==> config.mk <==
export PLATFORM = sky130hd
export DESIGN_NAME = wdog_top
export DESIGN_NICKNAME = d
export VERILOG_FILES = /design/src/rtl/wdog_pkg.sv /design/src/rtl/wdog_dp.sv /design/src/rtl/wdog_ctrl.sv /design/src/rtl/wdog_top.sv
export SDC_FILE = /design/constraint.sdc
export NUM_CORES = 1
export LEC_CHECK = 0
export ABC_CLOCK_PERIOD_IN_PS = 2900
export BUFFER_PORTS_ARGS = -buffer_cell sky130_fd_sc_hd__buf_2
export CAP_MARGIN = 20
export CORE_ASPECT_RATIO = 1.25
export CORE_MARGIN = 2
export CORE_UTILIZATION = 35
export CTS_CLUSTER_DIAMETER = 100
export DETAILED_ROUTE_END_ITERATION = 6
export PLACE_DENSITY = 0.57
export RECOVER_POWER = 25
export SLEW_MARGIN = 5
export SYNTH_ARGS = -nofsm -noshare
export SYNTH_HDL_FRONTEND = slang
export SYNTH_SLANG_ARGS = --single-unit
==> constraint.sdc <==
create_clock -name clk -period 2.9 [get_ports clk]
set_input_delay 0.145 -clock clk [delete_from_list [all_inputs] [get_ports clk]]
set_output_delay 0.145 -clock clk [all_outputs]
set_load 0.01 [all_outputs]
==> src/rtl/wdog_pkg.sv <==
package wdog_pkg;
  localparam int DELAY_W = 5;
  localparam int CNT_W   = 1 << DELAY_W;
  localparam logic [31:0] SVC1_MAGIC = 32'hABCD1234;
  localparam logic [31:0] SVC2_MAGIC = 32'h4321DCBA;

  typedef enum logic [2:0] {
    CAUSE_HARD    = 3'd0,
    CAUSE_TIMEOUT = 3'd1,
    CAUSE_BADSVC  = 3'd2,
    CAUSE_SOFT    = 3'd3,
    CAUSE_USER    = 3'd4
  } cause_e;

  typedef struct packed {
    logic               restart;
    logic               run;
    logic [DELAY_W-1:0] delay;
  } dpCtl_t;
endpackage

==> src/rtl/wdog_dp.sv <==
module wdog_dp
  import wdog_pkg::*;
(
  input  logic   clk,
  input  logic   rstN,
  input  dpCtl_t ctl,
  output logic   expired
);
  logic [CNT_W-1:0]   count;
  logic [CNT_W-1:0]   limit;
  logic [DELAY_W-1:0] activeDelay;

  // limit = 2^(d+1) - 1
  always_comb begin
    limit   = {CNT_W{1'b1}} >> (DELAY_W'(CNT_W - 1) - activeDelay);
    expired = ctl.run && (count == limit);
  end

  always_ff @(posedge clk or negedge rstN) begin
    if (!rstN) begin
      count       <= '0;
      activeDelay <= '0;
    end else if (ctl.restart) begin
      count       <= '0;
      activeDelay <= ctl.delay;
    end else if (expired) begin
      count <= '0;
    end else if (ctl.run) begin
      count <= count + 1'b1;
    end
  end


  count_in_range_chk: assert property (@(posedge clk) disable iff (!rstN)
    count <= limit);


  delay_hold_chk: assert property (@(posedge clk) disable iff (!rstN)
    !ctl.restart |=> $stable(activeDelay));
endmodule

==> src/rtl/wdog_ctrl.sv <==
module wdog_ctrl
  import wdog_pkg::*;
#(
  parameter int ADDR_W = 4
) (
  input  logic              clk,
  input  logic              hardRstN,
  input  logic              rstN,
  input  logic              userRst,
  input  logic [ADDR_W-1:0] busAddr,
  input  logic              busWe,
  input  logic [31:0]       busWdata,
  input  logic              expired,
  output dpCtl_t            ctl,
  output logic [31:0]       busRdata,
  output logic              rstReq
);
  localparam logic [ADDR_W-1:0] OFS_SOFT = ADDR_W'(4'h0);
  localparam logic [ADDR_W-1:0] OFS_CFG  = ADDR_W'(4'h4);
  localparam logic [ADDR_W-1:0] OFS_SVC1 = ADDR_W'(4'h8);
  localparam logic [ADDR_W-1:0] OFS_SVC2 = ADDR_W'(4'hC);

  logic               cfgEn, runEn, armed;
  logic [DELAY_W-1:0] cfgDelay;
  cause_e             cause, nextCause;
  logic wrSoft, wrCfg, wrSvc1, wrSvc2;
  logic softEvt, badSvc, svcOk, startEvt, toEvt, anyEvt;

  always_comb begin
    wrSoft   = busWe && (busAddr == OFS_SOFT);
    wrCfg    = busWe && (busAddr == OFS_CFG);
    wrSvc1   = busWe && (busAddr == OFS_SVC1);
    wrSvc2   = busWe && (busAddr == OFS_SVC2);
    softEvt  = wrSoft && busWdata[0];
    svcOk    = wrSvc2 && armed && (busWdata == SVC2_MAGIC);
    badSvc   = (wrSvc1 && (busWdata != SVC1_MAGIC)) || (wrSvc2 && !svcOk);
    startEvt = wrCfg && busWdata[31] && !runEn;
    toEvt    = expired && !svcOk;
    anyEvt   = softEvt || badSvc || userRst || toEvt;

    if (softEvt)      nextCause = CAUSE_SOFT;
    else if (badSvc)  nextCause = CAUSE_BADSVC;
    else if (userRst) nextCause = CAUSE_USER;
    else              nextCause = CAUSE_TIMEOUT;

    ctl.restart = svcOk || startEvt;
    ctl.run     = runEn;
    ctl.delay   = wrCfg ? busWdata[DELAY_W-1:0] : cfgDelay;

    case (busAddr)
      OFS_CFG:  busRdata = {cfgEn, {(31-DELAY_W){1'b0}}, cfgDelay};
      OFS_SVC1: busRdata = {29'd0, cause};
      default:  busRdata = 32'd0;
    endcase
  end

  always_ff @(posedge clk or negedge rstN) begin
    if (!rstN) begin
      cfgEn    <= 1'b0;
      cfgDelay <= '0;
      runEn    <= 1'b0;
      armed    <= 1'b0;
      rstReq   <= 1'b0;
    end else begin
      rstReq <= anyEvt;
      if (wrCfg) begin
        cfgEn    <= busWdata[31];
        cfgDelay <= busWdata[DELAY_W-1:0];
      end
      if (wrSvc1)      armed <= (busWdata == SVC1_MAGIC);
      else if (wrSvc2) armed <= 1'b0;
      if (svcOk)         runEn <= cfgEn;
      else if (startEvt) runEn <= 1'b1;
      else if (toEvt)    runEn <= 1'b0;
      if (toEvt) cfgEn <= 1'b0;
    end
  end

  always_ff @(posedge clk or negedge hardRstN) begin
    if (!hardRstN)           cause <= CAUSE_HARD;
    else if (rstN && anyEvt) cause <= nextCause;
  end


  expiry_req_chk: assert property (@(posedge clk) disable iff (!rstN)
    (expired && !wrSvc2) |=> (rstReq && !runEn && cause == CAUSE_TIMEOUT));


  orphan_svc2_chk: assert property (@(posedge clk) disable iff (!rstN)
    (wrSvc2 && !armed) |=> (rstReq && cause == CAUSE_BADSVC));


  soft_req_chk: assert property (@(posedge clk) disable iff (!rstN)
    softEvt |=> (rstReq && cause == CAUSE_SOFT));


  cause_sticky_chk: assert property (@(posedge clk) disable iff (!hardRstN)
    (cause != $past(cause)) |-> rstReq);
endmodule

==> src/rtl/wdog_top.sv <==
module wdog_top #(
  parameter int ADDR_W = 4
) (
  input  logic              clk,
  input  logic              hardRstN,
  input  logic              sysRstN,
  input  logic              userRst,
  input  logic [ADDR_W-1:0] busAddr,
  input  logic              busWe,
  input  logic [31:0]       busWdata,
  output logic [31:0]       busRdata,
  output logic              rstReq
);
  wdog_pkg::dpCtl_t ctl;
  logic expired;
  logic rstN;

  assign rstN = hardRstN & sysRstN;

  wdog_ctrl #(.ADDR_W(ADDR_W)) ctrl_i (
    .clk(clk), .hardRstN(hardRstN), .rstN(rstN), .userRst(userRst),
    .busAddr(busAddr), .busWe(busWe), .busWdata(busWdata),
    .expired(expired), .ctl(ctl), .busRdata(busRdata), .rstReq(rstReq)
  );

  wdog_dp dp_i (
    .clk(clk), .rstN(rstN), .ctl(ctl), .expired(expired)
  );
endmodule

==> qor.yml, run 1 <==
final_layout:
  antennaDiodeCount: 0
  drive_gt1_share_pct: 19.3
  stdcell_count: 612
  final_area_sq_um: 4220
  final_nets: 524
  layout_commonest_cell: "dfrtp_1"
  final_cell_mix: "46 x dfrtp_1, 41 x buf_2, 39 x nor2_1"
  final_core_util_pct: 41.5
  syn_to_final_growth_pct: 14.6
sta:
  final_hold_viol_count: 21
  slew_viol_final: 0
  period_share_pct: 91.2
  setup_viol: 0
  setup_ws_ns: 0.255
  tightest_slew_ns: 0.619
  hold_slack_ns: -0.0160
  period_needed_ns: 2.64
  rsz0062_at_grt: "no"
  max_freq_mhz: 378
  skew_ns: 0.00497
  slew_headroom_pct: 58.8
  fin_tns_setup_ns: 0
placed_design:
  place.port_buffers: 47
  dpl_cell_area_sq_um: 4070
  pre_cts_ws_ns: 0.166
  placedCellCount: 603
  dp_hpwl_microns: 8100
  gp_congestion: 0.930
critical_path:
  ff2ff_path_depth: 9
  required_ns: 3.12
  arrival_ns: 2.86
  reg2reg_slack_ns: 0.26
  startpoint: "dp_i.activeDelay[3]$_DFFE_PN0N_"
  worstSetupEndpointType: "flop"
  startpoint_type: "flop"
  worstSetupPathType: "flop to flop"
  rr_startpoint: "dp_i.activeDelay[3]$_DFFE_PN0N_"
  crit_fanout: 16
  endpoint: "dp_i.count[29]$_DFFE_PN0P_"
  rr_endpoint: "dp_i.count[29]$_DFFE_PN0P_"
cts:
  clockRootBuffer: "clkbuf_16"
  cts_made_buffers: 5
  clkTransAtPathRegs_ns: 0.06
  postCtsSetupBuffers: 0
  cts_sinks: 49
  clock_path_buffers: 2
  cts_tree: "built"
  insertion_delay_ns: 0.29
  h-tree-depth: 2
power:
  p_total_mw: 2.41
  ir_drop_mv: 0.224
  powerDensity_nw_per_um2: 571
  net-switching-power_uw: 892
  p_int_mw: 1.52
  pwr-share-seq_pct: 41.2
  cellLeakagePower_nw: 1.79
  p_sw_share_pct: 37.0
  clkPwrFrac_pct: 23.5
  combPwrFrac_pct: 35.3
drt:
  viasPerCell: 5.53
  ant_nets: 0
  drc_errors: 0
  dr_total_vias: 3385
  firstDrtPassIters: 4
  wl_per_cell_microns: 17.1
  routed_wl_microns: 10500
  drt_iter0_drc: 146
global_routing:
  overflow: 0
  grt_pass1_wl_microns: 16800
  grt_antenna_before_repair: 0
  grt.total_usage_pct: 19.0
  grt_start_max_net_pins: 28
  grt_pass1_vias: 3209
die:
  core_area_sq_um: 10200
  rows: 41
  io_pins: 74
  chipWidth_microns: 95.7
  fp.dieH_microns: 119
  die-area_sq_um: 11400
  initial_core_util_pct: 36.2
synthesis:
  ys_warn_count: 0
  seq_area_frac_synth_pct: 33.3
  synth_edf_count: 0
  ys_ff_latch: 49
  syn_area_sq_um: 3680
  synth_flop_cell: "dfrtp_1"
  synth.avg_cell_area_sq_um: 8.57
  async_flop_share_pct: 100
  netlist_instances: 429
  synthDistinctLibCells: 66
flow_run:
  cap_violations: 0
min_path:
  hp-class: "primary input to async pin"
outcome:
  violations: "negative hold slack"
  outcome: "finished, violations left"
repair_timing:
item | in CTS | in global routing
hold buffers | 1 | 0
setup endpoints to repair | 0 | 36
hold endpoints to repair | 3 | 0
resized for setup | 0 | 3
final cells by class:
type | instances | area (sq um)
Clock inverter | 2 | 10.0
Multi-Input combinational cell | 341 | 2160
Tap cell | 129 | 161
Clock buffer | 6 | 129
Sequential cell | 49 | 1230
Inverter | 10 | 37.5
Fill cell | 1031 | 5940
Timing Repair Buffer | 75 | 490
metal layers:
layer	track usage, %	share of wire, %
met1	23.6	42
met2	31.3	48
met3	3.31	5.5
met4	9.29	4.5
met5	0	0
worst min-delay path by stage:
| stage | start | end | slack, ns | cells past startpoint |
|---|---|---|---|---|
| CTS | sysRstN | dp_i.count[29]$_DFFE_PN0P_ | 0.006 | 2 |
| detailed placement | hardRstN | ctrl_i.cause[2]$_DFFE_PN0P_ | -0.04 | 1 |
| finish | sysRstN | dp_i.count[29]$_DFFE_PN0P_ | -0.02 | 2 |
| global placement | hardRstN | ctrl_i.cause[2]$_DFFE_PN0P_ | -0.05 | 1 |
| floorplan | hardRstN | ctrl_i.cause[0]$_DFFE_PN0P_ | -0.15 | 0 |
| global route | sysRstN | dp_i.count[29]$_DFFE_PN0P_ | 0.05 | 2 |
state kept, by name (all words and copies together) (netlist names):
register and cells:
dp_i.count 32, ctrl_i.armed 1, ctrl_i.cfgDelay 5, ctrl_i.runEn 1, ctrl_i.rstReq 1, ctrl_i.cfgEn 1, dp_i.activeDelay 5, ctrl_i.cause 3
kinds of logic (layout without fill, tap and decap cells):
group           Yosys count  after routing  share of synthesized area, %
xor+xnor                 30             30                          7.14
simple gates            187            187                          28.4
compound gates           82             82                          15.6
flops                    49             49                          33.3
fa+ha+maj                 1              1                         0.340
other cells               1             26                         0.102
mux                      15             15                          4.49
buf+inv                  64             93                          10.6
cell usage after synthesis, types with 4 or more instances:
library cell	count	area, sq um
nor2_1	39	146
o21ai_0	16	80.1
nor4_1	6	37.5
or3_1	10	62.6
buf_2	8	40.0
inv_1	9	33.8
nor2b_1	7	43.8
xnor2_1	14	123
clkbuf_1	14	52.6
nor3_1	12	60.1
mux2_2	12	135
dfrtp_1	49	1230
xor2_1	16	140
a31oi_1	4	25.0
and4_1	4	35.0
buf_4	27	203
and3_1	12	75.1
a21oi_1	20	100
buf_6	5	56.3
nand3_1	20	100
nand4b_1	7	61.3
nor4b_1	5	43.8
nand4_1	15	93.8
a211oi_1	4	30.0
and2_1	4	25.0
nand2_1	27	101
critical path, stage by stage (launching register included):
cell and delay [ns]:
dfrtp_2 0.53, buf_12 0.20, or3b_2 0.45, mux2i_1 0.25, a2111oi_2 0.08, nand4b_1 0.17, a2111oi_4 0.07, buf_4 0.16
or4_1 0.49, a21oi_1 0.15
power by group through the flow:
stage	clock [mW]	combinational, mW	sequential, mW
global placement	0	0.832	1.00
floorplan	0	0.668	0.897
CTS	0.589	0.850	0.991
global route	0.622	0.935	1.02
finish	0.567	0.849	0.993
detailed placement	0	0.840	1.00
No activity file was read; power rests on OpenSTA's default activity.
==> run 2: changes to the inputs <==
--- a/config.mk
+++ b/config.mk
@@ -5,7 +5,7 @@
 export SDC_FILE = /design/constraint.sdc
 export NUM_CORES = 1
 export LEC_CHECK = 0
-export ABC_CLOCK_PERIOD_IN_PS = 2900
+export ABC_CLOCK_PERIOD_IN_PS = 2490
 export BUFFER_PORTS_ARGS = -buffer_cell sky130_fd_sc_hd__buf_2
 export CAP_MARGIN = 20
 export CORE_ASPECT_RATIO = 1.25
==> constraint.sdc (replaced) <==
create_clock -name clk -period 2.49 [get_ports clk]
set_input_delay 0.1245 -clock clk [delete_from_list [all_inputs] [get_ports clk]]
set_output_delay 0.1245 -clock clk [all_outputs]
set_load 0.01 [all_outputs]
==> run 2 against run 1 <==
  * The flow finishes with violations (negative setup slack)
  * Die area did not move
  * Combinational power rose by 45%
  * Global-route usage rose by 0.61 points
  * Largest cell class unchanged
  * Largest power group is now combinational cells
  * Via count rose by 4.2%
==> qor.yml, run 2 (same netlist as run 1, synthesis figures left out) <==
min_path:
  hp-class: "primary input to flop"
global_routing:
  grt_pass1_wl_microns: 17000  # +1.1%
  grt_start_max_net_pins: 21  # -25%
  grt.total_usage_pct: 19.6  # +0.61 points
  grt_pass1_vias: 3279  # +2.2%
  overflow: 0  # unchanged
  grt_antenna_before_repair: 0  # unchanged
critical_path:
  cpPeakStageDelay_ns: 0.42  # -0.11 ns
  required_ns: 2.66  # -0.46 ns
  startpoint_type: "flop"
  crit_buf_inv: 2  # unchanged
  crit_fanout: 7  # -9
  worstPathCellList: "buf_4, nor4_2, mux2_4, nor4_4, nand4_1, a2111oi_4, buf_4, and3_4, o21ai_1"
  arrival_ns: 2.72  # -0.14 ns
  worstSetupPathType: "flop to flop"
  crit_family: "simple AND/OR/NAND/NOR gates"
  crit_path_frequent_cell: "buf_4"
  slowest_stage: "dfrtp_2"
  worstSetupEndpointType: "flop"
placed_design:
  gp_congestion: 0.930  # about the same
  place.port_buffers: 47  # unchanged
  dp_hpwl_microns: 8570  # +5.7%
  dpl_cell_area_sq_um: 4240  # +4.1%
final_layout:
  largest_reg_flops: 32  # unchanged
  antennaDiodeCount: 0  # unchanged
  drive_gt1_share_pct: 29.1  # +9.8 points
  final_core_util_pct: 45.1  # +3.5 points
  final_nets: 557  # +6.3%
  final_area_sq_um: 4580  # +8.5%
  layout_commonest_cell: "buf_4"
  final_cell_mix: "53 x buf_4, 45 x buf_2, 44 x dfrtp_1"
  largestRegisters: "dp_i.count: 32 flops, ctrl_i.cfgDelay: 5 flops, dp_i.activeDelay: 5 flops"
  top_register: "dp_i.count"
  fillers: 1020  # -1.1%
  syn_to_final_growth_pct: 24.4
outcome:
  outcome: "finished, violations left"
  violations: "negative setup slack"
drt:
  drc_errors: 0  # unchanged
  dr_total_vias: 3528  # +4.2%
  viasPerCell: 5.47  # -1.1%
  wl_per_cell_microns: 17.1  # -0.39%
  drt_iter0_drc: 224  # +53%
  routed_wl_microns: 11000  # +5.0%
  ant_nets: 0  # unchanged
  firstDrtPassIters: 4  # unchanged
cts:
  clock_path_buffers: 2  # unchanged
  h-tree-depth: 2  # unchanged
  insertion_delay_ns: 0.29  # about the same
  cts_sinks: 49  # unchanged
  clkTransAtPathRegs_ns: 0.06  # about the same
  clockRootBuffer: "clkbuf_16"
  cts_made_buffers: 5  # unchanged
  cts_tree: "built"
die:
  rows: 41  # unchanged
  io_pins: 74  # unchanged
  die-area_sq_um: 11400  # unchanged
  chipWidth_microns: 95.7  # unchanged
  fp.dieH_microns: 119  # unchanged
  core_area_sq_um: 10200  # unchanged
  initial_core_util_pct: 36.2  # unchanged
sta:
  slew_headroom_pct: 64.0  # +5.3 points
  setup_viol: 35  # +35
  skew_ns: 0.00588  # +0.000912 ns
  fin_tns_setup_ns: -1.18  # -1.18 ns
  final_hold_viol_count: 0  # -100%
  rsz0062_at_grt: "yes"
  period_share_pct: 102  # +11 points
  max_freq_mhz: 393  # +3.8%
  tightest_slew_ns: 0.535  # -0.0833 ns
  period_needed_ns: 2.55  # -0.0978 ns
  slew_viol_final: 0  # unchanged
  setup_ws_ns: -0.0567  # -0.312 ns
power:
  cellLeakagePower_nw: 1.98  # +11%
  ir_drop_mv: 0.370  # +65%
  powerDensity_nw_per_um2: 657  # +15%
flow_run:
  cap_violations: 0  # unchanged
==> run 2: cell count changes in the layout (fill, tap and decap cells not counted), sizes merged <==
cell / delta
buf: +36
clkbuf: -4
dlygate4sd3: +1
==> run 2: layer usage <==
metal  global-route usage, %  vias up  share of wire [%]
li1                        -     1685                  -
met1                    23.9     1666                 39
met2                    32.7      140                 49
met3                    3.00       37                6.7
met4                    10.4        0                5.5
met5                       0        -                  0
==> run 2: area by class of cell <==
| class | instances | area (sq um) | share of cell area (%) |
|---|---|---|---|
| flip-flops and latches | 49 | 1230 | 26.9 |
| multi-input cells | 341 | 2280 | 49.8 |
| well taps | 129 | 161 | 3.53 |
| clock inverters | 2 | 10.0 | 0.219 |
| repair buffers | 108 | 727 | 15.9 |
| clock buffers | 6 | 129 | 2.82 |
| inverters | 10 | 37.5 | 0.820 |
==> run 2: path summary, 6_finish.rpt <==
kind	startpoint	to	slack (ns)	cells after the start
setup / recovery	dp_i.activeDelay[0]$_DFFE_PN0N_	ctrl_i.cause[1]$_DFFE_PN0P_	-0.06	9
max in group asynchronous	hardRstN	dp_i.activeDelay[3]$_DFFE_PN0N_	1.23	4
hold / removal	userRst	ctrl_i.rstReq$_DFF_PN0_	0.1	3
setup reg to reg	dp_i.activeDelay[0]$_DFFE_PN0N_	ctrl_i.cause[1]$_DFFE_PN0P_	-0.06	9
min in group asynchronous	hardRstN	ctrl_i.cause[2]$_DFFE_PN0P_	0.20	2
hold reg to reg	ctrl_i.armed$_DFFE_PN0P_	ctrl_i.armed$_DFFE_PN0P_	0.52	2
==> run 2: worst reg2reg max path, delay by kind of cell, from the launching register on <==
family	cells	cell delay (ns)
mux	1	0.36
compound gates	2	0.44
buf+inv	2	0.38
simple gates	4	0.82
flops	1	0.42
==> run 2: what timing repair did <==
item / CTS / global route
pin swaps: 5 / 13
gates resized for setup: 14 / 25
setup endpoints to repair: 37 / 37
buffers inserted: 1 / 3
hold endpoints to repair: 16 / 0
hold buffers: 2 / 0
cloned: 0 / 1
==> run 2: metrics by stage <==
stage	setup slack [ns]	hold WS [ns]	power [mW]	cells
floorplan	0.0175	-0.171	1.82	454
global placement	-0.294	-0.0659	2.22	630
detailed placement	-0.332	-0.0600	2.21	630
CTS	-0.00699	0.0831	2.96	641
global route	-0.150	0.116	3.20	645
finish	-0.0567	0.0970	3.00	645
==> run 2: power by group <==
group	internal [mW]	leakage [nW]	total [mW]	switching, mW
clock network	0.369	0.0706	0.659	0.290
registers	0.935	0.626	1.11	0.176
logic	0.591	1.29	1.23	0.644
total	1.90	1.98	3.00	1.11
